## src/rtl/kpm_pkg.sv

```systemverilog
package kpm_pkg;
  localparam int KEY_W = 5;

  localparam logic [KEY_W-1:0] KC_GO        = 5'd16;
  localparam logic [KEY_W-1:0] KC_ACCEPT    = 5'd17;
  localparam logic [KEY_W-1:0] KC_BACK_LO   = 5'd18;
  localparam logic [KEY_W-1:0] KC_BACK_BOTH = 5'd19;

  typedef enum logic [1:0] {
    PTR_HOLD,
    PTR_INC,
    PTR_DEC_LO,
    PTR_DEC_BOTH
  } ptr_op_e;

  typedef enum logic [1:0] {
    ST_IDLE,
    ST_READ,
    ST_WRITE,
    ST_RELEASE
  } ctl_state_e;
endpackage

```

## src/rtl/kpm_ptr.sv

```systemverilog
module kpm_ptr
  import kpm_pkg::*;
#(
  parameter int BYTE_W = 8,
  parameter logic [BYTE_W-1:0] BASE_PAGE = 8'h02
) (
  input  logic              clk,
  input  logic              rst,
  input  ptr_op_e           op,
  output logic [BYTE_W-1:0] ptr_hi,
  output logic [BYTE_W-1:0] ptr_lo
);
  localparam int ADDR_W = 2 * BYTE_W;

  logic [ADDR_W-1:0] ptr_plus_one;
  assign ptr_plus_one = {ptr_hi, ptr_lo} + 1'b1;

  always_ff @(posedge clk) begin
    if (rst) begin
      ptr_hi <= BASE_PAGE;
      ptr_lo <= '0;
    end else begin
      case (op)
        PTR_INC:      {ptr_hi, ptr_lo} <= ptr_plus_one;
        PTR_DEC_LO:   ptr_lo <= ptr_lo - 1'b1;
        PTR_DEC_BOTH: begin
          ptr_hi <= ptr_hi - 1'b1;
          ptr_lo <= ptr_lo - 1'b1;
        end
        default: ;
      endcase
    end
  end

  // wrap of the low byte carries into the high byte
  assert_inc_carry_R3: assert property (@(posedge clk) disable iff (rst)
    (op == PTR_INC && ptr_lo == '1) |=> (ptr_lo == '0 && ptr_hi == $past(ptr_hi) + 1'b1));

  // in-page step never touches the high byte
  assert_declo_page_kept_R4: assert property (@(posedge clk) disable iff (rst)
    (op == PTR_DEC_LO) |=> (ptr_hi == $past(ptr_hi) && ptr_lo == $past(ptr_lo) - 1'b1));

  // both bytes drop by one with no borrow between them
  assert_decboth_no_borrow_R5: assert property (@(posedge clk) disable iff (rst)
    (op == PTR_DEC_BOTH) |=> (ptr_hi == $past(ptr_hi) - 1'b1 && ptr_lo == $past(ptr_lo) - 1'b1));
endmodule

```

## src/rtl/kpm_ctrl.sv

```systemverilog
module kpm_ctrl
  import kpm_pkg::*;
#(
  parameter int NIB_W = 4
) (
  input  logic             clk,
  input  logic             rst,
  input  logic             key_down,
  input  logic [KEY_W-1:0] key_code,
  output ptr_op_e          ptr_op,
  output logic [NIB_W-1:0] nib,
  output logic             wr_en,
  output logic             go_pulse
);
  ctl_state_e state_q, state_d;
  logic       go_d;
  logic       is_hex;

  assign is_hex = (key_code < KC_GO);

  always_comb begin
    state_d = state_q;
    ptr_op  = PTR_HOLD;
    go_d    = 1'b0;
    case (state_q)
      ST_IDLE: begin
        if (key_down) begin
          if (is_hex) begin
            state_d = ST_READ;
          end else if (key_code == KC_GO) begin
            go_d    = 1'b1;
            state_d = ST_RELEASE;
          end else if (key_code == KC_ACCEPT) begin
            ptr_op  = PTR_INC;
            state_d = ST_RELEASE;
          end else if (key_code == KC_BACK_LO) begin
            ptr_op  = PTR_DEC_LO;
            state_d = ST_RELEASE;
          end else if (key_code == KC_BACK_BOTH) begin
            ptr_op  = PTR_DEC_BOTH;
            state_d = ST_RELEASE;
          end
        end
      end
      ST_READ:    state_d = ST_WRITE;
      ST_WRITE:   state_d = ST_RELEASE;
      ST_RELEASE: if (!key_down) state_d = ST_IDLE;
      default:    state_d = ST_IDLE;
    endcase
  end

  always_ff @(posedge clk) begin
    if (rst) begin
      state_q  <= ST_IDLE;
      nib      <= '0;
      go_pulse <= 1'b0;
    end else begin
      state_q  <= state_d;
      go_pulse <= go_d;
      if (state_q == ST_IDLE && key_down && is_hex)
        nib <= key_code[NIB_W-1:0];
    end
  end

  assign wr_en = (state_q == ST_WRITE);

  // a held key cannot move the pointer again
  assert_no_action_while_locked_R7: assert property (@(posedge clk) disable iff (rst)
    (state_q == ST_RELEASE) |-> (ptr_op == PTR_HOLD && !go_d));
endmodule

```

## src/rtl/kpm_disp.sv

```systemverilog
module kpm_disp #(
  parameter int BYTE_W = 8,
  parameter int N_BYTES = 3
) (
  input  logic                      clk,
  input  logic                      rst,
  input  logic [N_BYTES*BYTE_W-1:0] fields,
  output logic [N_BYTES*BYTE_W-1:0] disp
);
  for (genvar g = 0; g < N_BYTES; g++) begin : g_field
    always_ff @(posedge clk) begin
      if (rst) disp[g*BYTE_W +: BYTE_W] <= '0;
      else     disp[g*BYTE_W +: BYTE_W] <= fields[g*BYTE_W +: BYTE_W];
    end
  end
endmodule

```

## src/rtl/keypad_monitor.sv

```systemverilog
module keypad_monitor
  import kpm_pkg::*;
#(
  parameter int BYTE_W = 8,
  parameter logic [BYTE_W-1:0] BASE_PAGE = 8'h02
) (
  input  logic                clk,
  input  logic                rst,
  input  logic                key_down,
  input  logic [KEY_W-1:0]    key_code,
  output logic [2*BYTE_W-1:0] mem_addr,
  output logic                mem_we,
  output logic [BYTE_W-1:0]   mem_wdata,
  input  logic [BYTE_W-1:0]   mem_rdata,
  output logic [3*BYTE_W-1:0] disp_nibbles,
  output logic                go_pulse,
  output logic [2*BYTE_W-1:0] go_addr
);
  localparam int ADDR_W = 2 * BYTE_W;
  localparam int NIB_W  = BYTE_W / 2;
  localparam int DISP_W = 3 * BYTE_W;

  ptr_op_e           ptr_op;
  logic [BYTE_W-1:0] ptr_hi, ptr_lo;
  logic [NIB_W-1:0]  nib;
  logic [DISP_W-1:0] fields;

  kpm_ctrl #(.NIB_W(NIB_W)) u_ctrl (
    .clk      (clk),
    .rst      (rst),
    .key_down (key_down),
    .key_code (key_code),
    .ptr_op   (ptr_op),
    .nib      (nib),
    .wr_en    (mem_we),
    .go_pulse (go_pulse)
  );

  kpm_ptr #(.BYTE_W(BYTE_W), .BASE_PAGE(BASE_PAGE)) u_ptr (
    .clk    (clk),
    .rst    (rst),
    .op     (ptr_op),
    .ptr_hi (ptr_hi),
    .ptr_lo (ptr_lo)
  );

  assign fields = {ptr_hi, ptr_lo, mem_rdata};

  kpm_disp #(.BYTE_W(BYTE_W), .N_BYTES(3)) u_disp (
    .clk    (clk),
    .rst    (rst),
    .fields (fields),
    .disp   (disp_nibbles)
  );

  assign mem_addr  = {ptr_hi, ptr_lo};
  assign mem_wdata = {mem_rdata[NIB_W-1:0], nib};
  assign go_addr   = {BASE_PAGE, {BYTE_W{1'b0}}};

  // one write per hex key, never back to back
  assert_single_write_R2: assert property (@(posedge clk) disable iff (rst)
    mem_we |=> !mem_we);

  // the address is steady across the write
  assert_write_addr_steady_R2: assert property (@(posedge clk) disable iff (rst)
    mem_we |-> $stable(mem_addr));

  // execute request is a single cycle
  assert_go_single_R6: assert property (@(posedge clk) disable iff (rst)
    go_pulse |=> !go_pulse);

  // GO leaves the pointer where it was
  assert_go_ptr_kept_R6: assert property (@(posedge clk) disable iff (rst)
    go_pulse |-> $stable(mem_addr));
endmodule

```

## config.mk

```make
export PLATFORM = sky130hd
export DESIGN_NAME = keypad_monitor
export DESIGN_NICKNAME = d
export VERILOG_FILES = /design/src/rtl/kpm_pkg.sv /design/src/rtl/kpm_ptr.sv /design/src/rtl/kpm_ctrl.sv /design/src/rtl/kpm_disp.sv /design/src/rtl/keypad_monitor.sv
export SDC_FILE = /design/constraint.sdc
export NUM_CORES = 1
export LEC_CHECK = 0
export BUFFER_PORTS_ARGS = -buffer_cell sky130_fd_sc_hd__buf_2
export CAP_MARGIN = 25
export CORE_ASPECT_RATIO = 1.25
export CORE_MARGIN = 4
export CORE_UTILIZATION = 49
export CTS_BUF_LIST = sky130_fd_sc_hd__clkbuf_16
export CTS_CLUSTER_DIAMETER = 100
export DETAILED_ROUTE_END_ITERATION = 12
export HOLD_SLACK_MARGIN = 0.02
export PLACE_DENSITY = 0.83
export REMOVE_ABC_BUFFERS = 1
export SLEW_MARGIN = 20
export SYNTH_ARGS = -nofsm -noshare
export SYNTH_HDL_FRONTEND = slang
export SYNTH_SLANG_ARGS = --single-unit
```

## constraint.sdc

```tcl
create_clock -name clk -period 2.45 [get_ports clk]
set_clock_uncertainty 0.15 [all_clocks]
set_input_delay 0.49 -clock clk [delete_from_list [all_inputs] [get_ports clk]]
set_output_delay 0.49 -clock clk [all_outputs]
set_load 0.01 [all_outputs]
```

Word level (Yosys, flattened, before mapping)
Index checks and enable logic that the tools add are counted.
- register bits: 47
- latch bits: 0
- RAM bits: 0
- memory bits (read-only): 0
- input port bits: 16
- output and inout port bits: 66
- memories kept: 0
- add/subtract/negate cells: 3
- multipliers: 0
- divide/modulo/power cells: 0
- order comparisons: 1
- equality and inequality tests: 13
- shift-type cells: 0
- mux-type cells: 18
- bitwise logic cells: 2
- reduce and logical (&&, ||, !) cells: 8
- operators with widths (operator ; count):
    $pmux W8 S2 ; 2
    $mux W2 ; 14
    $eq A5 B5 Y1 const B ; 4
    $add A16 B1 Y16 const B ; 1
    $sub A8 B1 Y8 const B ; 2
    $eq A2 B2 Y1 const B ; 4
    $pmux W2 S4 ; 1
    $ne A6 B1 Y1 const B ; 1
    $lt A5 B5 Y1 const B ; 1
    $eq A2 B1 Y1 const B ; 2
    $ne A2 B2 Y1 const B ; 2
    $reduce_bool A2 Y1 ; 2
    $reduce_or A4 Y1 ; 1
    $reduce_and A3 Y1 ; 1
    $logic_and A1 B1 Y1 ; 2
    $logic_not A2 Y1 ; 1
    $not A1 Y1 ; 2
    $reduce_or A2 Y1 ; 1
    $mux W1 ; 1

Depth between registers and ports, before layout
Gate-level depths: netlist of the first run.
- depth after elaboration: 11
- depth in mapped cells: 9
- mapped depth without buffers: 7

Hierarchy
Synthesis of the first run repeated with hierarchy kept, for this count alone.
- cell total of the unflattened synthesis: 233
- area, all modules: 2254.7 µm²
- by module, submodules not included (module ; instances ; cells each ; area each (µm²) ; sequential area each (µm²)):
    kpm_ptr ; 1 ; 122 ; 1036.0 ; 320.3
    kpm_disp ; 1 ; 50 ; 693.2 ; 480.5
    kpm_ctrl ; 1 ; 39 ; 367.9 ; 140.1
    keypad_monitor ; 1 ; 22 ; 157.7 ; 0.0

Least setup slack after synthesis of the first run
OpenSTA, ideal clock, no wires.
- path type: reg-to-reg
- from: register u_ctrl.state_q[0]
- to: register u_ptr.ptr_hi[5]
- setup time: 0.121 ns
- arrival: 1.969 ns
- slack: 0.210 ns
- stages on the path, launching flop included: 9
- clock period less this slack: 2.240 ns
- path through: dfxtp_1 > inv_1 > ha_1 > and3_1 > buf_2 > nand2_1 > or4_1 > o41ai_2 > mux2_4
- longest elaborated chain between the ends: 4
- elaborated cells between the ends (all ways): 6
- classes of those cells: 2 x eq/ne; 2 x mux; 2 x reduce/logical
- ends and longest elaborated chain (element ; RTL line ; text):
    start: declaration ; kpm_ctrl.sv:15 ; ctl_state_e state_q, state_d;
    start signal: assignment ; kpm_ctrl.sv:58 ; state_q <= state_d;
    $logic_not A2 Y1 * ; kpm_ctrl.sv:25 ; case (state_q)
    $mux W2 * ; kpm_ctrl.sv:25 ;
    $eq A2 B2 Y1 or $eq A2 B1 Y1 (tied branches) ; kpm_ptr.sv:23 ; case (op)
    $pmux W8 S2 or $reduce_bool A2 Y1 (tied branches) ; -- ;
    end signal: assignment ; kpm_ptr.sv:24 ; PTR_INC: {ptr_hi, ptr_lo} <= ptr_plus_one;
    end signal: assignment ; kpm_ptr.sv:27 ; ptr_hi <= ptr_hi - 1'b1;
    end: declaration ; kpm_ptr.sv:10 ; output logic [BYTE_W-1:0] ptr_hi,
Every way passes the cells marked *; elsewhere a longest branch is shown, timed or not.
A chain may end at the register's enable or synchronous reset.

Worst setup path after layout of the first run
Same ends and word-level chain as after synthesis.

==> key figures, run 1 <==
Status
  – Status: completed

Route
  – Antenna viol nets, final: 0
  – Routed wire length: 4660 um
  – Via-to-Cell Ratio: 5.03
  – DR WL/cell: 12.7 um
  – DRT Pass-1 Iters: 4
  – DRC: 0
  – DRC marker count from the first detailed-route iteration: 100
  – Routed vias: 1,847

Logic synthesis
  – Syn avg cell area: 8.89 um^2
  – Ys flop type: dfxtp_1
  – Post-Syn Area: 2200 um^2
  – Synth warn: 0
  – FFs w/ async S/R, synth: 0%
  – Number of enable flip-flop cells after synthesis: 0
  – Syn Inst Count: 247
  – Yosys cell types: 47
  – #FFs+latches synth: 47
  – Seq/Total Area, Yosys: 42.8%

Global route
  – First-pass GRT wire length: 7770 um
  – Vias in the first global route: 1,741
  – Tot GR Track Use: 17.5%
  – Overflow after GRT: 0
  – Largest net degree at the start of global routing: 27
  – Antenna violations before repair: 0

Die
  – Die ar.: 5620 um^2
  – Num ports: 82
  – Row cnt: 26
  – Die height: 82.8 um
  – Die width: 67.9 um
  – Initial Utilization: 52.3%
  – Core area: 4200 um^2

Clocking
  – CTS root buffer: clkbuf_16
  – CTS tree: yes
  – Clock sinks: 47
  – # resized after CTS: 0
  – Clock slew at the register clock pins of the worst setup and hold paths: 0.06 ns
  – # Post-CTS Setup Buffers: 0
  – Number of H-tree levels: 2
  – Post-CTS Hold Buffers: 0
  – Total CTS buffers: 5
  – Worst skew pair latency: 0.28 ns
  – Clock Tree Buf Depth: 2

STA
  – RSZ-0062 raised after global routing: false
  – Sum Neg Setup Slack: 0 ns
  – Final setup vio count: 0
  – Max-slew violations: 0
  – Min cycle time layout: 2.28 ns
  – Period Utilization, post-route: 92.9%
  – Final hold slack: 0.264 ns
  – Final Hold Violating Endpoints: 0
  – Fmax: 439 MHz

Setup path
  – CP Class: flip-flop to flip-flop
  – Worst reg2reg path startpoint: u_ctrl.state_q[0]$_SDFFE_PP0P_
  – Arr. time, crit path: 2.30 ns
  – Maximum fanout along the worst path: 8
  – Worst reg-to-reg path cell count: 7
  – Slowest cell on crit path: or4_1
  – Type of origin of the critical path: flip-flop
  – Worst-path cell chain: inv_1 -> ha_1 -> and3_1 -> nand2_1 -> or4_1 -> o41ai_2 -> mux2_4
  – Worst setup EP type: flip-flop
  – Reg-to-reg slack, setup: 0.17 ns
  – R2R Path End: u_ptr.ptr_hi[5]$_SDFFE_PP0P_
  – Crit path required time: 2.47 ns
  – Max incr delay on CP: 0.55 ns

Placed design
  – Post-DP HPWL: 3480 um
  – Final RePlAce weighted congestion: 0.854
  – # port buffers: 65

Power and ir drop
  – Static leakage: 0.00126 uW
  – Sequential share of power: 42.1%
  – Sw Share: 23.6%
  – Combinational Power Share: 15.2%
  – NetSw: 465 uW
  – Clock power frac: 42.6%
  – Cell-internal power: 1510 uW
  – Max VDD drop: 598 uV
  – P per Cell Area: 731 nW/um^2

Min path
  – Hold Path Class: primary input to flip-flop
  – Hold path startpoint: mem_rdata[4]
  – WHS Endpoint: u_disp.disp[4]$_SDFF_PP0_
  – Min-Delay Path Depth: 2

Cells and area
  – Final #Nets: 334
  – Most frequent cells in the layout: buf_2, dfxtp_1, nor2_1
  – Filler instances: 341
  – Layout cells sized above 1: 27.3%
  – Area growth syn-to-layout: 22.9%
  – Commonest non-fill, non-tap cell in the layout: buf_2
  – Multi-input gate area: 1080 um^2
  – Register area: 941 um^2
  – N_diodes: 0

Flow run
  – Max Cap Viol: 0
-- cells by family (layout without fill, tap and decap cells) --
family	Yosys count	after routing	share of synthesized area [%]
and+or+nand+nor	106	106	25.5
DFF	47	47	42.8
buffers and inverters	39	89	10.2
AOI/OAI and AO/OA	29	29	9.17
muxes	10	10	5.01
adders and majority gates	8	8	4.56
xor gates and xnor gates	6	6	2.39
other	2	16	0.342
-- cell usage after synthesis, types with 3 or more instances --
master	number	share of area [%]
a21oi_1	5	1.1
nor2_1	32	5.5
clkbuf_1	8	1.4
ha_1	8	4.6
or3_1	3	0.85
a31oi_1	3	0.85
nor2b_1	20	5.7
buf_4	20	6.8
o21ai_0	6	1.4
nand3_1	8	1.8
inv_1	8	1.4
nor3b_1	3	1.0
nand2_1	11	1.9
dfxtp_1	47	43
mux2_1	3	1.5
nand4_1	4	1.1
xnor2_1	6	2.4
nor4_1	3	0.85
mux2i_1	5	2.3
nor3_1	9	2.1
-- power by group through the flow --
stage	Clock, uW	Sequential [uW]	Combinational [uW]
2_1_floorplan	0	858	181
3_3_place_gp	0	846	289
3_5_place_dp	0	848	299
4_1_cts	862	832	301
5_1_grt	893	837	336
6_report	841	832	301
-- worst max path at each step --
stage                     cells past startpoint                           end                            from
after floorplan                               7  u_ptr.ptr_hi[5]$_SDFFE_PP0P_  u_ctrl.state_q[0]$_SDFFE_PP0P_
after global placement                        6  u_ptr.ptr_hi[7]$_SDFFE_PP0P_                     key_code[0]
after detailed placement                      6  u_ptr.ptr_hi[7]$_SDFFE_PP0P_                     key_code[0]
after CTS                                     7  u_ptr.ptr_hi[5]$_SDFFE_PP0P_  u_ctrl.state_q[0]$_SDFFE_PP0P_
after global routing                          7  u_ptr.ptr_hi[5]$_SDFFE_PP0P_  u_ctrl.state_q[0]$_SDFFE_PP0P_
final                                         7  u_ptr.ptr_hi[5]$_SDFFE_PP0P_  u_ctrl.state_q[0]$_SDFFE_PP0P_
-- through the flow --
step                cell area (um^2)  utilization [%]  power (uW)  instances  setup WS [ns]
floorplan                       2050                -        1040        230          0.207
global placement                2510             59.8        1130        359          0.211
detailed placement              2510             59.8        1150        359          0.191
CTS                             2700             64.3        2000        367          0.188
global route                    2700             64.3        2070        367         0.0925
finish                          2700             64.3        1970        367          0.174
-- critical path: cells and delay by family, from the launching register on --
family | cells | cell delay, ns
simple gates | 3 | 0.96
mux | 1 | 0.32
fa+ha+maj | 1 | 0.21
flops | 1 | 0.32
compound gates | 1 | 0.08
buf+inv | 1 | 0.11
-- layer usage --
| layer | vias up | global-route usage [%] | wire, um |
|---|---|---|---|
| met2 | 56 | 29.1 | 2310 |
| met4 | 0 | 6.69 | 93 |
| met3 | 8 | 4.46 | 339 |
| li1 | 939 | - | - |
| met5 | - | 0 | 0 |
| met1 | 844 | 21.0 | 1920 |
-- flip-flops by register name (all words and copies together), names as in the netlist --
| name | flops |
|---|---|
| u_ctrl.state_q | 2 |
| u_disp.disp | 24 |
| u_ctrl.nib | 4 |
| u_ctrl.go_pulse | 1 |
| u_ptr.ptr_hi | 8 |
| u_ptr.ptr_lo | 8 |
-- cell type report --
cell class / instances / area share [%]
Clock buffer: 5 / 4.64
Multi-Input combinational cell: 175 / 40.1
Inverter: 8 / 1.11
Timing Repair Buffer: 73 / 14.3
Sequential cell: 47 / 34.9
Clock inverter: 3 / 2.36
Tap cell: 56 / 2.60
(Power assumes the default switching activity.)
==> run 2: changes to the inputs <==
Settings changed: CORE_UTILIZATION 49 to 40, PLACE_DENSITY 0.83 to 0.7, SETUP_SLACK_MARGIN set to 0.15.
==> run 2 against run 1 <==
Register-to-register slack improved by 0.09 ns. Wire length rose by 3.8%. Core utilization fell by 12 points. Global-route usage fell by 2.3 points. Die area rose by 20%. Largest cell class unchanged. Highest routed layer unchanged.
==> key figures, run 2 (synthesis gave the netlist of run 1 again) <==
Status
  – Status: completed

Clocking
  – Post-CTS Hold Buffers: 0
  – Clock slew at the register clock pins of the worst setup and hold paths: 0.06 ns
  – Number of H-tree levels: 2
  – Clock sinks: 47
  – Worst skew pair latency: 0.28 ns
  – # Post-CTS Setup Buffers: 0
  – CTS root buffer: clkbuf_16
  – Clock Tree Buf Depth: 2
  – # resized after CTS: 0
  – Total CTS buffers: 5
  – CTS tree: yes

Route
  – DRC: 0
  – DRC marker count from the first detailed-route iteration: 81
  – Antenna viol nets, final: 0
  – DR WL/cell: 12.9 um
  – DRT Pass-1 Iters: 5
  – Routed wire length: 4840 um
  – Via-to-Cell Ratio: 5.03
  – Routed vias: 1,887

Setup path
  – Max incr delay on CP: 0.49 ns
  – Reg-to-reg slack, setup: 0.26 ns
  – Worst-path cell chain: nand3_2 -> or3_1 -> or4_1 -> o41ai_2 -> mux2_4
  – Arr. time, crit path: 2.21 ns
  – Maximum fanout along the worst path: 7
  – Critical Path Source: u_ptr.ptr_lo[4]$_SDFFE_PP0P_
  – Crit path required time: 2.47 ns
  – WP buf/inv: 0
  – Type of origin of the critical path: flip-flop
  – Worst reg2reg path startpoint: u_ptr.ptr_lo[4]$_SDFFE_PP0P_
  – Worst setup EP type: flip-flop
  – Slowest cell on crit path: or4_1
  – Crit path max-delay family: simple AND/OR/NAND/NOR gates
  – CP Class: flip-flop to flip-flop

Cells and area
  – Most frequent cells in the layout: buf_2, dfxtp_1, nor2_1
  – Design area: 2700 um^2
  – Area growth syn-to-layout: 23.1%
  – Final #Nets: 336
  – Biggest regs: u_disp.disp (24), u_ptr.ptr_hi (8), u_ptr.ptr_lo (8)
  – Most flop-heavy register: u_disp.disp
  – Commonest non-fill, non-tap cell in the layout: buf_2
  – Layout cells sized above 1: 28.4%
  – Max reg flops: 24
  – N_diodes: 0

Global route
  – First-pass GRT wire length: 8140 um
  – Antenna violations before repair: 0
  – Largest net degree at the start of global routing: 26
  – Vias in the first global route: 1,821
  – Tot GR Track Use: 15.2%
  – Overflow after GRT: 0

Flow run
  – Max Cap Viol: 0

Die
  – Die ar.: 6750 um^2
  – Die height: 90.8 um
  – Row cnt: 29
  – Die width: 74.3 um
  – Initial Utilization: 42.3%
  – Num ports: 82
  – Core area: 5190 um^2

Placed design
  – # port buffers: 65
  – Final RePlAce weighted congestion: 0.869
  – Area after DPL: 2530 um^2
  – Post-DP HPWL: 3620 um

Power and ir drop
  – P per Cell Area: 700 nW/um^2
  – Max VDD drop: 458 uV
  – Power Total: 1890 uW
  – Static leakage: 0.00126 uW

STA
  – Period Utilization, post-route: 89.2%
  – Final Hold Violating Endpoints: 0
  – RSZ-0062 raised after global routing: false
  – Sum Neg Setup Slack: 0 ns
  – Final setup vio count: 0
  – Fmax: 457 MHz
  – Max-slew violations: 0
  – Min cycle time layout: 2.19 ns

Min path
  – Hold Path Class: primary input to flip-flop
  – Hold path startpoint: mem_rdata[4]
## run 2: cell types whose count changed in the layout (fill, tap and decap cells not counted)
cell       change
and3_1         -1
and3_4         +1
buf_4          +2
bufinv_16      -1
clkinv_1       +1
clkinv_2       +1
ha_1           -1
ha_2           +1
inv_1          -1
## run 2: layout make-up
| class | instances | area [um^2] |
|---|---|---|
| clock inverter | 3 | 38.8 |
| clock buffer | 5 | 125 |
| inverter | 8 | 30.0 |
| timing repair buffer | 75 | 400 |
| multi-input combinational | 175 | 1090 |
| tap | 62 | 77.6 |
| sequential | 47 | 941 |
| fill | 498 | 2480 |
## run 2: stage by stage
step	std cells	hold slack, ns	setup slack, ns	utilization (%)
final	375	0.272	0.264	52.1
after global routing	375	0.285	0.164	52.1
after CTS	375	0.267	0.180	52.0
after detailed placement	367	0.333	0.181	48.8
after global placement	367	0.321	0.213	48.8
after floorplan	230	0.340	0.207	-
## run 2: path summary, 6_finish.rpt
path / cells after the start / to
worst max register to register: 5 / u_ptr.ptr_hi[5]$_SDFFE_PP0P_
worst max-delay path: 5 / u_ptr.ptr_hi[5]$_SDFFE_PP0P_
worst min register to register: 2 / u_ctrl.nib[2]$_SDFFE_PP0P_
worst min-delay path: 2 / u_disp.disp[4]$_SDFF_PP0_
## run 2: power by group
group	switching, uW	internal, uW
Sequential	26.6	803
Clock	276	476
Combinational	178	133
## run 2: layer usage
layer / global-route usage [%] / share of wire, %
met1: 18.2 / 42
met2: 24.9 / 49
met3: 3.79 / 7.5
met4: 6.68 / 2.2
met5: 0 / 0
==> run 3: changes to the inputs <==
Settings changed: CTS_CLUSTER_SIZE set to 30, MAX_ROUTING_LAYER set to met4, PLACE_DENSITY 0.7 to not set, PLACE_DENSITY_LB_ADDON set to 0.12.
==> run 3 against run 2 <==
Clock-buffer cell count did not move. Global-route usage grew 0.22 points. First-iteration DRC count fell by 11%. Sequential power about the same. Sequential share of layout area up 0.21 points. Total power down 5.7%. Worst setup slack better by 0.0099 ns. Combinational power decreased by 2%. Design area decreased by 0.60%. Clock power fell by 14%. Critical path type unchanged. Largest cell class unchanged.
==> key figures, run 3 (synthesis gave the netlist of run 1 again) <==
Clocking
  – CTS root buffer: clkbuf_16
  – # Post-CTS Setup Buffers: 0
  – CTS tree: yes
  – Clock slew at the register clock pins of the worst setup and hold paths: 0.06 ns
  – Clock Tree Buf Depth: 2
  – Number of H-tree levels: 2
  – Clock sinks: 47
  – Worst skew pair latency: 0.28 ns
  – Total CTS buffers: 5

Setup path
  – Slowest cell on crit path: or4_1
  – Worst-path cell chain: nand3_2 -> or3_1 -> or4_1 -> o41ai_2 -> mux2_4
  – Max incr delay on CP: 0.50 ns
  – Maximum fanout along the worst path: 7
  – CP Class: flip-flop to flip-flop
  – Worst setup EP type: flip-flop
  – Type of origin of the critical path: flip-flop
  – Crit path required time: 2.47 ns
  – Arr. time, crit path: 2.20 ns

Cells and area
  – Design area: 2690 um^2
  – Commonest non-fill, non-tap cell in the layout: buf_2
  – Fin util: 51.8%
  – Max reg flops: 24
  – Filler instances: 522
  – Layout cells sized above 1: 28.3%
  – Most frequent cells in the layout: buf_2, dfxtp_1, nor2_1
  – N_diodes: 0
  – Biggest regs: u_disp.disp (24), u_ptr.ptr_hi (8), u_ptr.ptr_lo (8)
  – Area growth syn-to-layout: 22.4%
  – Multi-input gate area: 1090 um^2
  – Most flop-heavy register: u_disp.disp
  – Register area: 941 um^2
  – Final #Nets: 337

STA
  – Final hold slack: 0.264 ns
  – Min cycle time layout: 2.18 ns
  – Final Hold Violating Endpoints: 0
  – RSZ-0062 raised after global routing: false
  – Period Utilization, post-route: 88.8%
  – Worst setup margin: 0.274 ns
  – Sum Neg Setup Slack: 0 ns
  – Final setup vio count: 0
  – Max-slew violations: 0
  – Fmax: 460 MHz

Die
  – Initial Utilization: 42.3%
  – Die ar.: 6750 um^2
  – Num ports: 82
  – Core area: 5190 um^2
  – Die width: 74.3 um
  – Die height: 90.8 um
  – Row cnt: 29

Global route
  – Antenna violations before repair: 0
  – Tot GR Track Use: 15.4%
  – Overflow after GRT: 0
  – Vias in the first global route: 1,638
  – First-pass GRT wire length: 7990 um
  – Largest net degree at the start of global routing: 27

Route
  – Routed wire length: 4870 um
  – DR WL/cell: 13.0 um
  – Via-to-Cell Ratio: 4.90
  – DRC: 0
  – DRC marker count from the first detailed-route iteration: 72
  – Routed vias: 1,841
  – DRT Pass-1 Iters: 4
  – Antenna viol nets, final: 0

Power and ir drop
  – Clock power frac: 36.3%
  – P per Cell Area: 664 nW/um^2
  – Sequential share of power: 46.6%
  – Combinational Power Share: 17.1%
  – Static leakage: 0.00125 uW
  – Cell-internal power: 1310 uW
  – NetSw: 479 uW
  – Max VDD drop: 568 uV
  – Sw Share: 26.9%

Placed design
  – Post-DP HPWL: 3600 um
  – Final RePlAce weighted congestion: 0.818
  – Post-Place Worst Slack: 0.148 ns
  – Area after DPL: 2540 um^2
  – # port buffers: 65

Status
  – Status: completed

Min path
  – Hold Path Class: primary input to flip-flop

Flow run
  – Max Cap Viol: 0
run 3: cell count changes in the layout (fill, tap and decap cells not counted):
cell / change
clkinv_1: -1
ha_2: -1
clkinvlp_4: +1
ha_1: +1
a221oi_1: -1
buf_4: +1
and3_1: +1
bufinv_16: -1
a221oi_2: +1
inv_1: +1
and3_4: -1
run 3: per-layer routing:
layer	track usage (%)	share of wire, %	up-vias	wire [um]
li1	-	-	940	-
met1	19.8	44	824	2130
met2	22.9	47	71	2280
met3	4.12	8.0	6	392
met4	5.49	1.4	0	66
met5	-	0	-	0
run 3: power groups by stage:
stage                     sequential (uW)  clock (uW)  combinational [uW]
final                                 831         648                 306
after global routing                  836         712                 344
after CTS                             831         676                 309
after detailed placement              848           0                 306
after global placement                848           0                 301
after floorplan                       858           0                 181
run 3: area by class of cell:
| class | count | area share [%] |
|---|---|---|
| clock buffer | 5 | 4.66 |
| clock inverter | 3 | 0.605 |
| inverter | 8 | 1.12 |
| multi-input combinational | 175 | 40.5 |
| sequential | 47 | 35.0 |
| tap | 62 | 2.89 |
| timing repair buffer | 76 | 15.2 |
run 3: critical path: cells and delay by family (launching register included):
kind | cells | cell delay [ns]
and+or+nand+nor | 3 | 1.04
DFF | 1 | 0.46
muxes | 1 | 0.33
AOI/OAI and AO/OA | 1 | 0.09
run 3: final timing paths:
kind / cells after the start / slack [ns] / start / end
setup reg to reg: 5 / 0.27 / u_ptr.ptr_lo[4]$_SDFFE_PP0P_ / u_ptr.ptr_hi[5]$_SDFFE_PP0P_
hold reg to reg: 2 / 0.34 / u_ctrl.nib[3]$_SDFFE_PP0P_ / u_ctrl.nib[3]$_SDFFE_PP0P_
hold / removal: 2 / 0.26 / mem_rdata[6] / u_disp.disp[6]$_SDFF_PP0_
setup / recovery: 5 / 0.27 / u_ptr.ptr_lo[4]$_SDFFE_PP0P_ / u_ptr.ptr_hi[5]$_SDFFE_PP0P_
run 3: stage by stage:
step | power, uW | instances
floorplan | 1040 | 230
global placement | 1150 | 368
detailed placement | 1150 | 368
CTS | 1820 | 376
global route | 1890 | 376
finish | 1780 | 376
run 3: repair_timing:
action,4_1_cts,5_1_grt
hold buffers,0,0
resized for setup,0,1
endpoints found under the setup margin,0,1
